--- config.mk ---
export PLATFORM = sky130hd
export DESIGN_NAME = rfill_engine
export DESIGN_NICKNAME = d
export VERILOG_FILES = /design/src/rtl/rfill_pkg.sv /design/src/rtl/rfill_regs.sv /design/src/rtl/rfill_clip.sv /design/src/rtl/rfill_walk.sv /design/src/rtl/rfill_engine.sv
export SDC_FILE = /design/constraint.sdc
export NUM_CORES = 1
export LEC_CHECK = 0
export BUFFER_PORTS_ARGS = -buffer_cell sky130_fd_sc_hd__buf_2
export CAP_MARGIN = 20
export CORE_ASPECT_RATIO = 0.75
export CORE_MARGIN = 2
export CORE_UTILIZATION = 44
export DETAILED_ROUTE_END_ITERATION = 8
export GPL_ROUTABILITY_DRIVEN = 0
export PLACE_DENSITY = 0.6
export SKIP_LAST_GASP = 1
export SLEW_MARGIN = 20
export SYNTH_ARGS = -nofsm -noshare
export SYNTH_HDL_FRONTEND = slang
export SYNTH_SLANG_ARGS = --single-unit
export TNS_END_PERCENT = 5
--- constraint.sdc ---
create_clock -name clk -period 19.9 [get_ports clk]
set_input_delay 0.995 -clock clk [delete_from_list [all_inputs] [get_ports clk]]
set_output_delay 0.995 -clock clk [all_outputs]
set_load 0.01 [all_outputs]
--- src/rtl/rfill_pkg.sv ---
package rfill_pkg;

  typedef logic [15:0] coord_t;
  typedef logic [16:0] ext_t;

  // One 32-bit point/extent word: lo = X or width, hi = Y or height
  typedef struct packed {
    coord_t hi;
    coord_t lo;
  } pair_t;

  typedef enum logic [2:0] {
    SEL_COLOR     = 3'd0,
    SEL_ORIGIN    = 3'd1,
    SEL_SIZE      = 3'd2,
    SEL_CLIP_ORG  = 3'd3,
    SEL_CLIP_SIZE = 3'd4
  } cfg_sel_e;

  typedef enum logic {
    WALK_IDLE = 1'b0,
    WALK_RUN  = 1'b1
  } walk_state_e;

endpackage

--- src/rtl/rfill_regs.sv ---
module rfill_regs
  import rfill_pkg::*;
#(
  parameter int COLOR_W = 32
) (
  input  logic               clk,
  input  logic               rst_n,
  input  logic               we,
  input  logic [2:0]         sel,
  input  logic [31:0]        wdata,
  input  logic               ready,
  output logic [COLOR_W-1:0] color,
  output pair_t              fill_org,
  output pair_t              fill_ext,
  output pair_t              clip_org,
  output pair_t              clip_ext,
  output logic               start
);

  logic take;
  logic en_color, en_org, en_ext, en_corg, en_cext;
  logic start_d;

  always_comb begin
    take     = we && ready;
    en_color = take && (cfg_sel_e'(sel) == SEL_COLOR);
    en_org   = take && (cfg_sel_e'(sel) == SEL_ORIGIN);
    en_ext   = take && (cfg_sel_e'(sel) == SEL_SIZE);
    en_corg  = take && (cfg_sel_e'(sel) == SEL_CLIP_ORG);
    en_cext  = take && (cfg_sel_e'(sel) == SEL_CLIP_SIZE);
    start_d  = en_ext;
  end

  always_ff @(posedge clk or negedge rst_n) begin
    if (!rst_n) begin
      color    <= '0;
      fill_org <= '0;
      fill_ext <= '0;
      clip_org <= '0;
      clip_ext <= '0;
      start    <= 1'b0;
    end else begin
      if (en_color) color    <= wdata[COLOR_W-1:0];
      if (en_org)   fill_org <= pair_t'(wdata);
      if (en_ext)   fill_ext <= pair_t'(wdata);
      if (en_corg)  clip_org <= pair_t'(wdata);
      if (en_cext)  clip_ext <= pair_t'(wdata);
      start <= start_d;
    end
  end


  cfg_hold_chk: assert property (@(posedge clk) disable iff (!rst_n)
    !ready |=> ($stable(color) && $stable(fill_org) && $stable(clip_org) && $stable(clip_ext)));


  start_src_chk: assert property (@(posedge clk) disable iff (!rst_n)
    we && ready && (sel == 3'd2) |=> start);


  bad_sel_chk: assert property (@(posedge clk) disable iff (!rst_n)
    we && (sel > 3'd4) |=> ($stable(color) && $stable(fill_org) && $stable(fill_ext)
                            && $stable(clip_org) && $stable(clip_ext)));

endmodule

--- src/rtl/rfill_clip.sv ---
module rfill_clip
  import rfill_pkg::*;
(
  input  pair_t fill_org,
  input  pair_t fill_ext,
  input  pair_t clip_org,
  input  pair_t clip_ext,
  output ext_t  lo_x,
  output ext_t  hi_x,
  output ext_t  lo_y,
  output ext_t  hi_y,
  output logic  empty
);

  coord_t f_org [2];
  coord_t f_ext [2];
  coord_t c_org [2];
  coord_t c_ext [2];
  ext_t   lo    [2];
  ext_t   hi    [2];
  logic   none  [2];

  always_comb begin
    f_org[0] = fill_org.lo; f_org[1] = fill_org.hi;
    f_ext[0] = fill_ext.lo; f_ext[1] = fill_ext.hi;
    c_org[0] = clip_org.lo; c_org[1] = clip_org.hi;
    c_ext[0] = clip_ext.lo; c_ext[1] = clip_ext.hi;
  end

  // Same half-open interval intersection on each axis
  for (genvar ax = 0; ax < 2; ax++) begin : g_axis
    ext_t f_end, c_end, f_beg, c_beg;
    always_comb begin
      f_beg    = {1'b0, f_org[ax]};
      c_beg    = {1'b0, c_org[ax]};
      f_end    = f_beg + {1'b0, f_ext[ax]};
      c_end    = c_beg + {1'b0, c_ext[ax]};
      lo[ax]   = (f_beg > c_beg) ? f_beg : c_beg;
      hi[ax]   = (f_end < c_end) ? f_end : c_end;
      none[ax] = (lo[ax] >= hi[ax]);
    end
  end

  always_comb begin
    lo_x  = lo[0];
    hi_x  = hi[0];
    lo_y  = lo[1];
    hi_y  = hi[1];
    empty = none[0] || none[1];
  end

endmodule

--- src/rtl/rfill_walk.sv ---
module rfill_walk
  import rfill_pkg::*;
(
  input  logic   clk,
  input  logic   rst_n,
  input  logic   start,
  input  logic   empty,
  input  ext_t   lo_x,
  input  ext_t   hi_x,
  input  ext_t   lo_y,
  input  ext_t   hi_y,
  output logic   run,
  output coord_t cur_x,
  output coord_t cur_y
);

  walk_state_e state_q, state_d;
  coord_t      x_d, y_d;
  logic        row_end, last_row;

  always_comb begin
    row_end  = ({1'b0, cur_x} + 17'd1) == hi_x;
    last_row = ({1'b0, cur_y} + 17'd1) == hi_y;
    state_d  = state_q;
    x_d      = cur_x;
    y_d      = cur_y;
    unique case (state_q)
      WALK_IDLE: begin
        if (start && !empty) begin
          state_d = WALK_RUN;
          x_d     = coord_t'(lo_x);
          y_d     = coord_t'(lo_y);
        end
      end
      WALK_RUN: begin
        if (row_end) begin
          x_d = coord_t'(lo_x);
          if (last_row) state_d = WALK_IDLE;
          else          y_d = cur_y + 16'd1;
        end else begin
          x_d = cur_x + 16'd1;
        end
      end
      default: state_d = WALK_IDLE;
    endcase
  end

  always_ff @(posedge clk or negedge rst_n) begin
    if (!rst_n) begin
      state_q <= WALK_IDLE;
      cur_x   <= '0;
      cur_y   <= '0;
    end else begin
      state_q <= state_d;
      cur_x   <= x_d;
      cur_y   <= y_d;
    end
  end

  assign run = (state_q == WALK_RUN);


  in_window_chk: assert property (@(posedge clk) disable iff (!rst_n)
    run |-> ({1'b0, cur_x} >= lo_x && {1'b0, cur_x} < hi_x &&
             {1'b0, cur_y} >= lo_y && {1'b0, cur_y} < hi_y));


  x_step_chk: assert property (@(posedge clk) disable iff (!rst_n)
    run && $past(run) && (cur_y == $past(cur_y)) |-> cur_x == $past(cur_x) + 16'd1);


  empty_start_chk: assert property (@(posedge clk) disable iff (!rst_n)
    start && empty && !run |=> !run);

endmodule

--- src/rtl/rfill_engine.sv ---
module rfill_engine
  import rfill_pkg::*;
#(
  parameter int ADDR_W      = 32,
  parameter int COLOR_W     = 32,
  parameter int PITCH_BYTES = 2048,
  parameter int PIXEL_BYTES = 4,
  parameter int BASE_ADDR   = 0
) (
  input  logic               clk,
  input  logic               rst_n,
  input  logic               cfg_we,
  input  logic [2:0]         cfg_sel,
  input  logic [31:0]        cfg_wdata,
  output logic               cfg_ready,
  output logic               busy,
  output logic               mem_we,
  output logic [ADDR_W-1:0]  mem_addr,
  output logic [COLOR_W-1:0] mem_wdata
);

  localparam bit PIX_POW2  = (PIXEL_BYTES & (PIXEL_BYTES - 1)) == 0;
  localparam int PIX_SHIFT = $clog2(PIXEL_BYTES);

  logic [COLOR_W-1:0] color;
  pair_t  fill_org, fill_ext, clip_org, clip_ext;
  logic   start, empty, run;
  ext_t   lo_x, hi_x, lo_y, hi_y;
  coord_t cur_x, cur_y;
  logic [ADDR_W-1:0] row_off, col_off;

  rfill_regs #(.COLOR_W(COLOR_W)) u_regs (
    .clk      (clk),
    .rst_n    (rst_n),
    .we       (cfg_we),
    .sel      (cfg_sel),
    .wdata    (cfg_wdata),
    .ready    (cfg_ready),
    .color    (color),
    .fill_org (fill_org),
    .fill_ext (fill_ext),
    .clip_org (clip_org),
    .clip_ext (clip_ext),
    .start    (start)
  );

  rfill_clip u_clip (
    .fill_org (fill_org),
    .fill_ext (fill_ext),
    .clip_org (clip_org),
    .clip_ext (clip_ext),
    .lo_x     (lo_x),
    .hi_x     (hi_x),
    .lo_y     (lo_y),
    .hi_y     (hi_y),
    .empty    (empty)
  );

  rfill_walk u_walk (
    .clk   (clk),
    .rst_n (rst_n),
    .start (start),
    .empty (empty),
    .lo_x  (lo_x),
    .hi_x  (hi_x),
    .lo_y  (lo_y),
    .hi_y  (hi_y),
    .run   (run),
    .cur_x (cur_x),
    .cur_y (cur_y)
  );

  always_comb row_off = ADDR_W'(cur_y) * ADDR_W'(PITCH_BYTES);

  if (PIX_POW2) begin : g_pix_shift
    always_comb col_off = ADDR_W'(cur_x) << PIX_SHIFT;
  end else begin : g_pix_mul
    always_comb col_off = ADDR_W'(cur_x) * ADDR_W'(PIXEL_BYTES);
  end

  always_comb begin
    busy      = start || run;
    cfg_ready = !busy;
    mem_we    = run;
    mem_addr  = ADDR_W'(BASE_ADDR) + row_off + col_off;
    mem_wdata = color;
  end


  ready_busy_chk: assert property (@(posedge clk) disable iff (!rst_n)
    mem_we |-> !cfg_ready);


  busy_rise_chk: assert property (@(posedge clk) disable iff (!rst_n)
    cfg_we && cfg_ready && (cfg_sel == 3'd2) |=> busy);

endmodule

Word-level counts from Yosys, hierarchy flattened
Index checks and enable logic that the tools add are counted.
{"block": "word_totals", "regBits": 194, "inputBits": 38, "out_inout_bits": 67}
{"block": "classes", "addsub": 9, "n_lt_le_gt_ge": 6, "eq_ne": 9, "n_mux": 15, "bitwise": 1, "n_reduce_logical": 13}
{"op": "$mux W16", "count": 7}
{"op": "$add A16 B16 Y17", "count": 4}
{"op": "$pmux W16 S2", "count": 2}
{"op": "$add A16 B1 Y17 const B", "count": 2}
{"op": "$eq A17 B17 Y1", "count": 2}
{"op": "$ge A17 B17 Y1", "count": 2}
{"op": "$lt A17 B17 Y1", "count": 2}
{"op": "$mux W17", "count": 2}
{"op": "$add A16 B1 Y16 const B", "count": 2}
{"op": "$gt A16 B16 Y1", "count": 2}
{"op": "$add A27 B18 Y28", "count": 1}
{"op": "$logic_and A1 B1 Y1", "count": 7}
{"op": "$eq A3 B2 Y1 const B", "count": 2}
{"op": "$ne A2 B2 Y1 const B", "count": 2}
{"op": "$eq A3 B1 Y1 const B", "count": 1}
{"op": "$eq A3 B3 Y1 const B", "count": 1}
{"op": "$logic_not A3 Y1", "count": 1}
{"op": "$mux W1", "count": 3}
{"op": "$reduce_and A3 Y1", "count": 1}
{"op": "$logic_not A1 Y1", "count": 2}
{"op": "$logic_or A1 B1 Y1", "count": 2}
{"op": "$ne A2 B1 Y1 const B", "count": 1}
{"op": "$pmux W1 S2", "count": 1}
{"op": "$not A1 Y1", "count": 1}

Logic depth before layout (Yosys ltp)
Gate-level depths: netlist (run 1).
{"block": "logic_depth", "ltp_word": 9, "mapped_depth": 31, "depth_no_buf": 26}

Modules after synthesis
From an unflattened synthesis (run 1), not the netlist that was laid out.
{"block": "hier_totals", "hier_cells": 1555, "area_unflattened_um2": 15685.0}
{"module": "rfill_regs", "n_inst": 1, "cells_each": 345, "area_per_inst_um2": 6165.9, "seq_area_each_um2": 4028.9}
{"module": "rfill_clip", "n_inst": 1, "cells_each": 753, "area_per_inst_um2": 5806.8, "seq_area_each_um2": 0.0}
{"module": "rfill_walk", "n_inst": 1, "cells_each": 383, "area_per_inst_um2": 3131.8, "seq_area_each_um2": 825.8}
{"module": "rfill_engine", "n_inst": 1, "cells_each": 74, "area_per_inst_um2": 580.6, "seq_area_each_um2": 0.0}

Worst setup path before layout (run 1)
OpenSTA, ideal clock, no wires.
{"block": "synth_timing", "kind": "flip-flop to flip-flop", "from": "register u_regs.fill_org[16] (netlist name)", "to": "register u_walk.cur_y[11]", "setup_ns": 0.124, "t_arrival_ns": 6.185, "t_required_ns": 19.776, "path_slack_ns": 13.591, "stages_incl_launch_ff": 31, "n_path_buf": 4, "synth_period_minus_slack_ns": 6.309, "path_cell_list": "dfrtp_1 > ha_1 > fa_1 > a21o_1 > a311oi_2 > o21ai_1 > a211o_1 > xor2_1 > ha_1 > a21oi_1 > o21a_1 > a21boi_0 > a21oi_1 > buf_2 > buf_2 > clkbuf_1 > nand2_1 > nand2_1 > ha_1 > nand2b_1 > a21o_1 > a21o_1 > a211oi_1 > o21ai_0 > nand3_1 > a211oi_1 > a311oi_1 > o21ai_4 > or2_1 > buf_6 > a211o_1"}
{"block": "synth_between", "elab_chain_len": 9, "word_cells_on_any_way": 15, "classes_between": "add/sub: 1; order compare: 3; eq/ne: 3; mux: 4; reduce/logical: 4"}
{"element": "$add A16 B16 Y17", "line_no": "rfill_clip.sv:36", "source": "f_end = f_beg + {1'b0, f_ext[ax]};"}
{"element": "$lt A17 B17 Y1", "line_no": "rfill_clip.sv:39", "source": "hi[ax] = (f_end < c_end) ? f_end : c_end;"}
{"element": "$mux W17", "line_no": "rfill_clip.sv:39"}
{"element": "$ge A17 B17 Y1", "line_no": "rfill_clip.sv:40", "source": "none[ax] = (lo[ax] >= hi[ax]);"}
{"element": "$logic_or A1 B1 Y1", "line_no": "rfill_clip.sv:49", "source": "empty = none[0] || none[1];"}
{"element": "$logic_not A1 Y1", "line_no": "rfill_walk.sv:29", "source": "if (start && !empty) begin"}
{"element": "$logic_and A1 B1 Y1", "line_no": "rfill_walk.sv:29"}
{"element": "$ne A2 B1 Y1 (no line)"}
{"element": "$reduce_and A3 Y1 (no line)"}
{"element": "end signal, assigned", "line_no": "rfill_walk.sv:56", "source": "cur_y <= y_d;"}
{"element": "end, declared", "line_no": "rfill_walk.sv:14", "source": "output coord_t cur_y"}
Several ways; a longest one is shown, not always the timed one. The select of a mux whose other input is x is not followed.
A chain may end at the register's enable or synchronous reset.

Final worst setup path (run 1)
{"block": "layout_timing", "from": "register u_regs.clip_org[16] (netlist name)", "to": "register u_walk.cur_y[11]"}
{"block": "layout_between", "elab_chain_len": 9, "word_cells_on_any_way": 15, "classes_between": "add/sub: 1; order compare: 3; eq/ne: 3; mux: 4; reduce/logical: 4"}
{"element": "$add A16 B16 Y17", "line_no": "rfill_clip.sv:37", "source": "c_end = c_beg + {1'b0, c_ext[ax]};"}
{"element": "$lt A17 B17 Y1", "line_no": "rfill_clip.sv:39"}
{"element": "$mux W17", "line_no": "rfill_clip.sv:39"}
{"element": "$ge A17 B17 Y1", "line_no": "rfill_clip.sv:40"}
{"element": "$logic_or A1 B1 Y1", "line_no": "rfill_clip.sv:49"}
{"element": "$logic_not A1 Y1", "line_no": "rfill_walk.sv:29"}
{"element": "$logic_and A1 B1 Y1", "line_no": "rfill_walk.sv:29"}
{"element": "$ne A2 B1 Y1 (no line)"}
{"element": "$reduce_and A3 Y1 (no line)"}
Several ways; a longest one is shown, not always the timed one. The select of a mux whose other input is x is not followed.

==> impl_metrics.ini, run 1 <==
[finish]
final_cell_mix = nand2_1 (243), dfrtp_1 (194), ha_1 (169)
layout_commonest_cell = nand2_1
final_layout_size_suffix_gt1_share_pct = 15.54
nets = 2047
seq_area_um2 = 4855
fillers = 3429
diodes = 0
areaGrowthSynthToFinish_pct = 8.751
fin_cells = 2312
multi_input_area_um2 = 10440

[floorplan]
ioPinCount = 105
die_w_um = 224.3
row_count = 60
fp.dieH_um = 169.2
initial_utilization_pct = 44.63
core-area_um2 = 35880
fp.dieArea_um2 = 37950

[critical_path]
crit_fanout = 18
reg2reg_slack_ps = 12340
path_cells = ha_1 -> fa_1 -> a21o_1 -> a221oi_2 -> nor3_1 -> nor3_1 -> ha_1 -> o211ai_1 -> nor2_1 -> a21boi_0 -> a21o_1 -> mux2i_1 -> ha_1 -> a21o_1 -> a21o_1 -> a211oi_1 -> o21ai_0 -> nand3_1 -> a211oi_1 -> a311oi_2 -> o21ai_4 -> or2_1 -> a211o_1
critPathBufInv = 0
worstSetupStartpointType = register
slowest_delay_ps = 770
crit_top_cell = a21o_1
rr_worst_depth = 23
endpoint_kind = register
timing.rr.end = u_walk.cur_y[11]
crit_path_top_delay_cell = a311oi_2
worst-setup-path-type = reg2reg
cp.arrival_ps = 7900
required_ps = 20230
cp_top_family = compound AO/OA/AOI/OAI gates
r2r_start = u_regs.clip_org[16]

[clocking]
htree_levels = 4
cts_resized = 0
cts_hold_buf = 0
cts_tree = built
cts-root-buf = clkbuf_16
clkSinkCount = 194
cts_buffers = 17
clock_path_buffers = 2
clock_latency_ps = 460
path_clk_slew_ps = 80
post_cts_buffers = 0

[outcome]
outcome = finished clean

[sta]
final.setup.tns_ps = 0
period_minus_slack_ps = 7561
rsz0062_at_grt = false
hold_viol_final = 0
finalSetupViolCount = 0
fin_skew_ps = 13.65
worst_slew_pin_slew_ps = 1080
period_share_pct = 38.00
final_max_slew_viol_count = 0
fmax_ghz = 0.1323
slew_headroom_pct = 27.23

[detailed_routing]
ant_nets = 0
avgViaCountPerCell = 5.994
drtPass1Iterations = 6
remaining_drc_errors = 0
drtIter0Drc = 1617
wire_per_inst_um = 20.79
vias = 13860
wl_um = 48070

[worst_hold_path]
hp-class = reg2reg
hp-start = u_regs.fill_ext[5]
holdPathEnd = u_regs.fill_ext[5]
hold_depth = 2

[yosys]
ys_ff_latch = 194
ys_seq_area_share_pct = 30.31
ys_async_sr_fraction_pct = 100.0
yosys_warnings = 0
avgSynthCellArea_um2 = 8.936
synth_edf_count = 0
syn-cell-area_um2 = 16010
synth.distinct_cells = 99
synthCells = 1792
synth_top_flop_cell = dfrtp_1

[placed_design]
dp_hpwl_um = 37830
numPortBuffers = 98
dp.cells = 2281

[grt]
grt_pass1_wl_um = 74930
grt_pass1_vias = 12820
antenna_found_initial = 0
gr-total-overflow = 0
grt_max_degree = 69
grt_use_total_pct = 25.60

[job]
max-cap-violations = 0
[tightest hold or removal path, delay by kind of cell (launching register included)]
kind             cells  cell delay [ps]
DFF                  1              350
and+or+nand+nor      2              110
[cells by family (layout without fill, tap and decap cells)]
group                    after synthesis  after routing  synth area share (%)
AO/OA/AOI/OAI                        474            474                 19.76
XOR/XNOR                             114            114                 6.508
adder cells (fa/ha/maj)              174            174                 13.83
buffers and inverters                180            230                 4.782
flip-flops                           194            194                 30.31
multiplexers                         136            136                 9.399
other                                  1              6               0.02342
AND/OR/NAND/NOR                      519            519                 15.38
[synth_stat cells (41+ instances only)]
cell | n | area, um2
xor2_1 | 41 | 359.1
a21oi_1 | 101 | 505.5
nor2_1 | 65 | 244.0
dfrtp_1 | 194 | 4855
ha_1 | 169 | 2115
a21o_1 | 50 | 375.4
inv_1 | 86 | 322.8
clkbuf_1 | 54 | 202.7
nand3_1 | 52 | 260.3
nand2_1 | 243 | 912.1
mux2_2 | 109 | 1227
xnor2_1 | 70 | 613.1
o21ai_0 | 122 | 610.6
[through the flow]
| step | hold slack (ps) | instance area (um2) | setup WS (ps) | utilization, % |
|---|---|---|---|---|
| 3_5_place_dp | 473.9 | 16810 | 12510 | 46.84 |
| 5_1_grt | 513.8 | 17420 | 11750 | 48.53 |
| 4_1_cts | 492.7 | 17420 | 12470 | 48.53 |
| 3_3_place_gp | 466.6 | 16810 | 12700 | 46.84 |
| 2_1_floorplan | 449.7 | 16030 | 13590 | - |
| 6_report | 489.0 | 17420 | 12340 | 48.53 |
[worst max path at each step]
stage	start	to	slack, ps	depth (start not counted)
after floorplan	u_regs.fill_org[16]	u_walk.cur_y[11]	13590	30
after global placement	u_regs.fill_org[16]	u_walk.cur_y[11]	12700	24
after detailed placement	u_regs.clip_org[16]	u_walk.cur_y[11]	12510	23
after CTS	u_regs.clip_org[16]	u_walk.cur_y[11]	12470	23
after global routing	u_regs.fill_org[7]	u_walk.cur_y[11]	11750	21
final	u_regs.clip_org[16]	u_walk.cur_y[11]	12340	23
[layout make-up]
type	instances	area share [%]
Multi-Input combinational cell	1423	59.95
Sequential cell	194	27.88
Clock buffer	19	2.543
Clock inverter	12	0.9412
Timing Repair Buffer	112	3.470
Inverter	87	1.875
Tap cell	465	3.341
[state kept, by name, summed over array words and instances (netlist names)]
name	cells
u_walk.cur_y	16
u_walk.cur_x	16
u_regs.fill_ext	32
u_regs.clip_ext	32
u_regs.fill_org	32
u_regs.color	32
u_walk.run	1
u_regs.start	1
u_regs.clip_org	32
[metal layers]
layer | routed length [um] | GRT usage [%] | share of wire, %
met5 | 0 | 0 | 0
met4 | 410 | 4.492 | 0.85
met3 | 4964 | 7.046 | 10
met2 | 16940 | 30.80 | 35
met1 | 25760 | 43.34 | 54
Power of run 1 is not shown: default switching activity piles up to over one toggle a cycle in this logic, so the estimate is an artifact.
==> run 2, diff against run 1 <==
- ABC_AREA: default -> 1
- PLACE_DENSITY: 0.6 -> 0.62
- clock period: 19.9 -> 6.6 ns (I/O delays scaled with it)
==> impl_metrics.ini, run 2 <==
[yosys]
synth_xor_area_share_pct = 2.860
synth_compound_area_share_pct = 8.975
ys_ff_latch = 194
yosys_warnings = 0
avgSynthCellArea_um2 = 6.515
synth_edf_count = 0
synth_area_leader_cell = dfrtp_1
ys_async_sr_fraction_pct = 100.0
synth_top_area_share_pct = 28.31
synth_top_flop_cell = dfrtp_1
synth.distinct_cells = 48
netlist_top_cells_count = nand2_1 (970), inv_1 (360), nand3_1 (237)
yosys.area_share.adder_pct = 12.92
ys_seq_area_share_pct = 28.31
synth_most_common_cell = nand2_1
synthCells = 2632
syn-cell-area_um2 = 17150
synth-simple-area-share_pct = 36.62
muxShareOfSynthArea_pct = 0
synth_top_family_by_area = simple AND/OR/NAND/NOR gates
synthTopCellsByArea = dfrtp_1 (28%), nand2_1 (21%), ha_1 (12%), inv_1 (7.9%), nand3_1 (6.9%)

[floorplan]
ioPinCount = 105
row_count = 62
core-area_um2 = 38320
die_w_um = 231.9
initial_utilization_pct = 44.74
fp.dieArea_um2 = 40580
fp.dieH_um = 175.0

[grt]
antenna_found_initial = 2
grt_use_total_pct = 27.01
gr-total-overflow = 0
grt_pass1_wl_um = 85120
grt_pass1_vias = 15080
grt_max_degree = 123

[critical_path]
required_ps = 6940
cp_top_family = simple AND/OR/NAND/NOR gates
cp.arrival_ps = 6240
crit_path_top_delay_cell = fa_1
slowest_delay_ps = 460
worstSetupStartpointType = register
endpoint_kind = register
critPathBufInv = 1
crit_top_cell = nand2_1
crit_fanout = 33
worst-setup-path-type = reg2reg

[sta]
fin_skew_ps = 17.52
final.setup.tns_ps = 0
rsz0062_at_grt = false
fmax_ghz = 0.1696
period_minus_slack_ps = 5895
period_share_pct = 89.32
finalSetupViolCount = 0
hold_viol_final = 0
worst_slew_pin_slew_ps = 1068
slew_headroom_pct = 28.71
final_max_slew_viol_count = 0

[finish]
nets = 2902
areaGrowthSynthToFinish_pct = 8.618
layout_commonest_cell = nand2_1
final_cell_mix = nand2_1 (970), inv_1 (360), nand3_1 (237)
final_layout_size_suffix_gt1_share_pct = 6.252
diodes = 0

[clocking]
htree_levels = 4
post_cts_buffers = 0
cts_resized = 0
clock_path_buffers = 2
clkSinkCount = 194
cts_hold_buf = 0
path_clk_slew_ps = 80
cts_buffers = 17
clock_latency_ps = 460
cts_tree = built
cts-root-buf = clkbuf_16

[detailed_routing]
wire_per_inst_um = 16.94
remaining_drc_errors = 0
wl_um = 54460
ant_nets = 0
vias = 17230
drtIter0Drc = 1722
avgViaCountPerCell = 5.360
drtPass1Iterations = 6

[placed_design]
numPortBuffers = 98
dp_hpwl_um = 44140

[worst_hold_path]
hp-class = in2reg

[job]
max-cap-violations = 0

[outcome]
outcome = finished clean
[run 2: cell count changes after synthesis, moves of 46 or more]
cell and delta:
nor2_1 +46, mux2_2 -109, nand3_1 +185, inv_1 +274, xnor2_1 -57, nand2_1 +727, o21ai_0 +68, a21o_1 -47
[run 2: metrics by stage]
step	hold WS, ps	instance area, um2	utilization (%)	worst slack [ps]	instances
final	151.2	18620	48.60	704.7	3215
after global routing	167.7	18620	48.60	181.4	3215
after CTS	66.98	18590	48.50	835.6	3213
after detailed placement	471.7	17990	46.95	889.6	3181
after global placement	464.2	17990	46.95	1035	3181
after floorplan	34.41	17170	-	2005	2637
[run 2: cells by family after synthesis]
kind of cell | Yosys count
buffers and inverters | 442
adder cells (fa/ha/maj) | 174
other | 1
AND/OR/NAND/NOR | 1470
AO/OA/AOI/OAI | 295
XOR/XNOR | 56
flip-flops | 194
[run 2: tightest hold or removal path: stages]
cell and delay [ps]:
buf_2 90, nand2_1 80, nor3_1 70
[run 2: cell type report]
| type | count | area [um2] |
|---|---|---|
| Clock buffer | 21 | 450.4 |
| Clock inverter | 11 | 143.9 |
| Fill cell | 3971 | 19700 |
| Inverter | 365 | 1370 |
| Multi-Input combinational cell | 2001 | 10550 |
| Sequential cell | 194 | 4855 |
| Tap cell | 512 | 640.6 |
| Timing Repair Buffer | 111 | 619.3 |
[run 2: path summary, 6_finish.rpt]
| path | start | end | slack, ps | cells after the start |
|---|---|---|---|---|
| worst max-delay path | u_regs.clip_org[16] | u_walk.cur_y[9] | 700 | 36 |
| worst min-delay path | cfg_we | u_regs.start | 150 | 3 |
| worst max register to register | u_regs.clip_org[16] | u_walk.cur_y[9] | 700 | 36 |
| worst min register to register | u_regs.color[5] | u_regs.color[5] | 490 | 2 |
| max in group asynchronous | rst_n | u_walk.cur_y[15] | 4510 | 4 |
| min in group asynchronous | rst_n | u_regs.color[13] | 350 | 2 |
[run 2: per-layer routing]
layer	wire length, um	track usage (%)
met1	28790	45.57
met5	30	0
met2	19190	33.10
met4	397	4.087
met3	6058	7.278
Power of run 2 is left out for the same reason.
